**src/rtl/pow2_div_pkg.sv**
```systemverilog
package pow2_div_pkg;
  typedef enum logic [1:0] {
    LVL_LOW   = 2'b00,
    LVL_HIGH  = 2'b01,
    LVL_FLOAT = 2'b10
  } lvl_e;

  // log2 of the divide ratio
  function automatic logic [2:0] ratio_log(input logic [1:0] sel, input logic bank);
    logic [2:0] idx;
    case (sel)
      LVL_LOW:  idx = 3'd2;
      LVL_HIGH: idx = 3'd1;
      default:  idx = 3'd0;
    endcase
    return bank ? idx + 3'd3 : idx;
  endfunction

  // unconnected counts as asserted for both polarities
  function automatic logic en_ok(input logic [1:0] lo_code, input logic [1:0] hi_code);
    return (lo_code != LVL_HIGH) && (hi_code != LVL_LOW);
  endfunction
endpackage

```
**src/rtl/pow2_div_sel.sv**
```systemverilog
module pow2_div_sel
  import pow2_div_pkg::*;
#(
  parameter int LOG_W = 3
) (
  input  logic [1:0]       rsel_i,
  input  logic             bank_i,
  output logic [LOG_W-1:0] ratio_log_o
);
  always_comb ratio_log_o = LOG_W'(ratio_log(rsel_i, bank_i));
endmodule

```
**src/rtl/pow2_div_en.sv**
```systemverilog
module pow2_div_en
  import pow2_div_pkg::*;
(
  input  logic       clk_i,
  input  logic       rst_ni,
  input  logic [1:0] en_lo_i,
  input  logic [1:0] en_hi_i,
  output logic       en_d_o,
  output logic       en_q_o
);
  assign en_d_o = en_ok(en_lo_i, en_hi_i);

  always_ff @(posedge clk_i or negedge rst_ni) begin
    if (!rst_ni) en_q_o <= 1'b0;
    else         en_q_o <= en_d_o;
  end
endmodule

```
**src/rtl/pow2_div_core.sv**
```systemverilog
module pow2_div_core #(
  parameter int LOG_W = 3,
  parameter int CNT_W = 4
) (
  input  logic             clk_i,
  input  logic             rst_ni,
  input  logic             run_i,
  input  logic [LOG_W-1:0] ratio_i,
  output logic             div_o,
  output logic [LOG_W-1:0] ratio_q_o,
  output logic [CNT_W-1:0] cnt_o
);
  logic [CNT_W-1:0] half_m1;
  logic             restart;

  always_comb begin
    if (ratio_i == '0) half_m1 = '0;
    else               half_m1 = CNT_W'((32'd1 << (ratio_i - LOG_W'(1))) - 32'd1);
  end

  assign restart = !run_i || (ratio_i != ratio_q_o) || (ratio_i == '0);

  always_ff @(posedge clk_i or negedge rst_ni) begin
    if (!rst_ni) begin
      ratio_q_o <= '0;
      cnt_o     <= '0;
      div_o     <= 1'b1;
    end else begin
      ratio_q_o <= ratio_i;
      if (restart) begin
        cnt_o <= '0;
        div_o <= 1'b1;
      end else if (cnt_o == half_m1) begin
        cnt_o <= '0;
        div_o <= ~div_o;
      end else begin
        cnt_o <= cnt_o + CNT_W'(1);
      end
    end
  end
endmodule

```
**src/rtl/pow2_clk_div.sv**
```systemverilog
module pow2_clk_div #(
  parameter int MAX_LOG = 5
) (
  input  logic       clk_i,
  input  logic       rst_ni,
  input  logic [1:0] rsel_i,
  input  logic       bank_i,
  input  logic [1:0] en_lo_i,
  input  logic [1:0] en_hi_i,
  output logic       clk_o,
  output logic       clk_oe_o
);
  localparam int LOG_W = $clog2(MAX_LOG + 1);
  localparam int CNT_W = (MAX_LOG > 1) ? MAX_LOG - 1 : 1;

  logic [LOG_W-1:0] ratio_log;
  logic [LOG_W-1:0] ratio_q;
  logic [CNT_W-1:0] cnt_q;
  logic             en_d, en_q, div_q;

  pow2_div_sel #(.LOG_W(LOG_W)) u_sel (
    .rsel_i     (rsel_i),
    .bank_i     (bank_i),
    .ratio_log_o(ratio_log)
  );

  pow2_div_en u_en (
    .clk_i  (clk_i),
    .rst_ni (rst_ni),
    .en_lo_i(en_lo_i),
    .en_hi_i(en_hi_i),
    .en_d_o (en_d),
    .en_q_o (en_q)
  );

  // counter runs only once the enable has been registered
  pow2_div_core #(.LOG_W(LOG_W), .CNT_W(CNT_W)) u_core (
    .clk_i    (clk_i),
    .rst_ni   (rst_ni),
    .run_i    (en_d && en_q),
    .ratio_i  (ratio_log),
    .div_o    (div_q),
    .ratio_q_o(ratio_q),
    .cnt_o    (cnt_q)
  );

  assign clk_oe_o = en_q;
  assign clk_o    = !en_q ? 1'b1 : ((ratio_log == '0) ? clk_i : div_q);
endmodule

```
**config.mk**
```make
export PLATFORM = sky130hd
export DESIGN_NAME = pow2_clk_div
export DESIGN_NICKNAME = d
export VERILOG_FILES = /design/src/rtl/pow2_div_pkg.sv /design/src/rtl/pow2_div_sel.sv /design/src/rtl/pow2_div_en.sv /design/src/rtl/pow2_div_core.sv /design/src/rtl/pow2_clk_div.sv
export SDC_FILE = /design/constraint.sdc
export NUM_CORES = 1
export LEC_CHECK = 0
export BUFFER_PORTS_ARGS = -buffer_cell sky130_fd_sc_hd__buf_2
export CORE_AREA = 5 5 42 44
export DETAILED_ROUTE_END_ITERATION = 12
export DIE_AREA = 0 0 47 49
export SETUP_SLACK_MARGIN = 0.1
export SLEW_MARGIN = 20
export SYNTH_ARGS = -nofsm -noshare
export SYNTH_HDL_FRONTEND = slang
export SYNTH_SLANG_ARGS = --single-unit
```
**constraint.sdc**
```tcl
create_clock -name clk_i -period 1.65 [get_ports clk_i]
set_clock_uncertainty 0.15 [all_clocks]
set_input_delay 0.33 -clock clk_i [delete_from_list [all_inputs] [get_ports clk_i]]
set_output_delay 0.33 -clock clk_i [all_outputs]
set_load 0.1 [all_outputs]
```
### Word-level counts from Yosys, hierarchy flattened

Cells that the tools add are included.

* add/subtract/negate cells: 4
* multiplexer cells: 9
* shift operators: 1
* equality and inequality tests: 4
* bitwise operators: 1
* reduce and logical (&&, ||, !) cells: 9

Operators with widths (number)
* 4-bit two-way mux: 3
* 4-bit by 1-bit adder with 4-bit output, second input constant: 1
* 4-bit == test: 1
* 1-bit two-way mux: 4
* 2-bit case mux with 2 select lines: 1
* 2-bit nonzero test: 2
* 1-bit by 3-bit << shifter with 4-bit output, first input constant: 1
* 4-bit by 1-bit subtractor with 4-bit output, second input constant: 1
* 2-bit by 2-bit adder with 3-bit output, second input constant: 1
* 3-bit logical NOT: 1
* 3-bit two-way mux: 1
* 3-bit != test: 1
* 3-bit by 1-bit subtractor with 3-bit output, second input constant: 1
* 2-bit by 1-bit == test with 1-bit output, second input constant: 1
* 1-bit logical AND: 2
* 2-bit logical NOT: 1
* 1-bit logical OR: 2
* 2-bit by 1-bit != test with 1-bit output, second input constant: 1
* 1-bit logical NOT: 1
* 1-bit inverter: 1

* word-level logic and storage cells: 32
* flip-flop bits (word level): 9
* input port bits: 9

### Logic depth before layout (Yosys ltp)

* depth after elaboration: 11
* gate-level depth with buffers: 5

### Modules after synthesis

A second synthesis with hierarchy kept.

* cell total of the unflattened synthesis: 66
* area, all modules: 611.8 um2

Modules (own cells, without submodules)
* pow2_div_core: area an instance 495.5 um2, times used 1, cells an instance 52
* pow2_div_sel: area an instance 50.0 um2, times used 1, cells an instance 6
* pow2_div_en: area an instance 37.5 um2, times used 1, cells an instance 4
* pow2_clk_div: area an instance 28.8 um2, times used 1, cells an instance 4

==> results.json <==
{
  "status": "finished, violations left",
  "violations": "negative setup slack",
  "row_count": 14,
  "viasPerCell": 4.71,
  "end_kind": "output pin",
  "grt_max_degree": 10,
  "crit_path_start_kind": "clock port",
  "hold_viol": 0,
  "max_cap_violations": 0,
  "synth_area_leader_cell": "dfrtp_1",
  "grt_setup_unrepaired": "true",
  "wl_per_cell_um": 11.8,
  "dp_hpwl_um": 878,
  "nets": 94,
  "diodes": 0,
  "grt_pass1_vias": 467,
  "ff2ff_path_depth": 5,
  "place_congestion": 0.823,
  "p_clk_share_pct": 50.9,
  "critPathKind": "clock port to output pin",
  "synthToLayoutAreaGrowth_pct": 67.5,
  "dp_slack_ns": -0.262,
  "p_leak_nw": 0.387,
  "peakVddDrop_uv": 456,
  "synth-seq-cells": 9,
  "dieWidth_um": 47,
  "hold_depth": 3,
  "critPathBufInv": 2,
  "track_usage_pct": 11.6,
  "hold_start": "en_hi_i[0]",
  "first_pass_iters": 2,
  "netlist_instances": 53,
  "synth_area_um2": 512,
  "pwr-share-comb_pct": 16.1,
  "antenna_found_initial": 0,
  "drc": 0,
  "timing.final.ws_setup_ns": -0.178,
  "grt_first_pass_wirelength_mm": 1.77,
  "synth_common_cells": "dfrtp_1 (8), inv_1 (6), nor2_1 (5), xor2_1 (5)",
  "slew_viol_final": 0,
  "yosysWarnings": 0,
  "vias": 466,
  "hp-class": "primary input to flip-flop",
  "setup_viol_count_final": 1,
  "timing.rr.start": "u_core.cnt_o[3]",
  "power_frac_seq_pct": 33.0,
  "ys_types": 25,
  "core_area_mm2": 0.00140,
  "synth_top_area_share_pct": 39.1,
  "swShare_pct": 30.3,
  "synth.area.top_cells": "dfrtp_1 (39%), xor2_1 (8.6%), dfstp_2 (5.1%)",
  "start_util_pct": 36.5,
  "yosysMostFrequentCell": "dfrtp_1",
  "drt-total-wl_mm": 1.17,
  "slowest_delay_ns": 0.20,
  "die-area_mm2": 0.00230,
  "switchingPower_w": 0.000221,
  "tightest_slew_ns": 0.338,
  "port_buffers": 10,
  "crit_arrival_ns": 1.35,
  "synth_edf_count": 0,
  "seq_area_frac_synth_pct": 44.3,
  "synth.net_count": 63,
  "relSlewSlack_pct": 77.5,
  "min_to": "u_en.en_q_o",
  "path_max_fanout": 2,
  "syn_avg_cell_area_um2": 9.66,
  "r2r_slack_ns": 0.08,
  "critPathTopFamily": "buffers and inverters",
  "ioPinCount": 11,
  "drt_iter0_drc": 1,
  "p_int_w": 0.000508,
  "clk_pin_slew_ns": 0.06,
  "path_cells": "buf_8 -> mux2i_4 -> nand2_8 -> buf_12",
  "die_height_um": 49,
  "ant_nets": 0,
  "cpMaxStageDelayCell": "mux2i_4",
  "cp.required_ns": 1.17,
  "r2r_end": "u_core.div_o",
  "fillers": 121,
  "async_flop_share_pct": 100,
  "insertion_delay_ns": 0.37,
  "cts_tree": "yes",
  "ys.flop_type": "dfrtp_1",
  "power.density_mw_per_mm2": 851,
  "grt_overflow": 0,
  "final_util_pct": 61.2,
  "drive_gt1_share_pct": 51.8
}
==> cells in the final DEF, fill, tap and decap left out, types with 2 or more instances in the layout <==
cell type	instances
buf_4	11
buf_2	8
dfrtp_1	7
inv_1	6
xor2_1	4
clkbuf_4	4
nor2_1	3
nor3_1	2
xnor2_1	2
nor4_2	2
nand2_1	2
nand3_1	2
o21ai_1	2
buf_12	2
buf_6	2
==> routing by layer <==
| metal | GRT usage [%] | vias up | part of all wire [%] |
|---|---|---|---|
| li1 | - | 238 | - |
| met1 | 10.5 | 215 | 39 |
| met2 | 17.2 | 13 | 52 |
| met3 | 8.86 | 0 | 8.4 |
| met4 | 7.83 | 0 | 0 |
| met5 | 0 | - | 0 |
==> how the worst max path moves through the flow <==
stage	endpoint	cells past startpoint	slack, ns	from
2_1_floorplan	clk_o	2	-0.006	clk_i
3_3_place_gp	clk_o	5	-0.20	bank_i
3_5_place_dp	clk_o	5	-0.26	bank_i
4_1_cts	clk_o	4	-0.20	clk_i
5_1_grt	clk_o	4	-0.19	clk_i
6_report	clk_o	4	-0.18	clk_i
==> metrics by stage <==
step	instances	hold slack (ns)	instance area [um^2]	total power [W]	setup TNS, ns
after global routing	99	0.0951	857	0.000774	-0.190
after floorplan	53	-0.116	553	0.000364	-0.00579
after CTS	98	0.102	801	0.000724	-0.204
final	99	0.0956	857	0.000729	-0.178
after detailed placement	89	0.0455	713	0.000419	-0.887
after global placement	89	0.0426	713	0.000417	-0.663
==> kinds of logic after synthesis <==
group	count (synthesis)	synth area share, %
flops	9	44.3
mux	1	1.96
compound gates	7	9.05
buf+inv	6	4.40
fa+ha+maj	1	2.44
xor+xnor	7	12.0
simple gates	22	25.9
==> state kept, by name, summed over array words and instances (netlist names) <==
signal,count
u_core.cnt_o,4
u_en.en_q_o,1
u_core.div_o,1
u_core.ratio_q_o,3
==> power groups by stage <==
stage               combinational (W)  clock (W)  sequential, W
floorplan                   0.0000415  0.0000660       0.000256
CTS                          0.000111   0.000372       0.000240
global placement             0.000103  0.0000696       0.000244
global route                 0.000126   0.000407       0.000242
detailed placement           0.000104  0.0000696       0.000245
finish                       0.000117   0.000371       0.000241
==> worst register-to-register path, cell delays in order (launching register included) <==
cell     delay [ns]
dfrtp_1        0.41
xor2_1         0.17
nand4_1        0.13
a31oi_4        0.12
or3_1          0.35
a21o_1         0.18
==> what timing repair did <==
action | 4_1_cts | 5_1_grt
hold buffers | 1 | 0
buffers inserted | 2 | 1
setup endpoints to repair | 6 | 8
endpoints found under the hold margin | 9 | 0
pin swaps | 2 | 10
gates resized for setup | 6 | 12
==> cell type report <==
class | instances | area (um^2) | share of cell area [%]
timing repair buffer | 23 | 175 | 20.4
sequential | 9 | 230 | 26.9
tap | 16 | 20.0 | 2.34
inverter | 6 | 22.5 | 2.63
clock buffer | 7 | 68.8 | 8.03
multi-input combinational | 38 | 340 | 39.7
No activity file was read; power rests on OpenSTA's default activity.
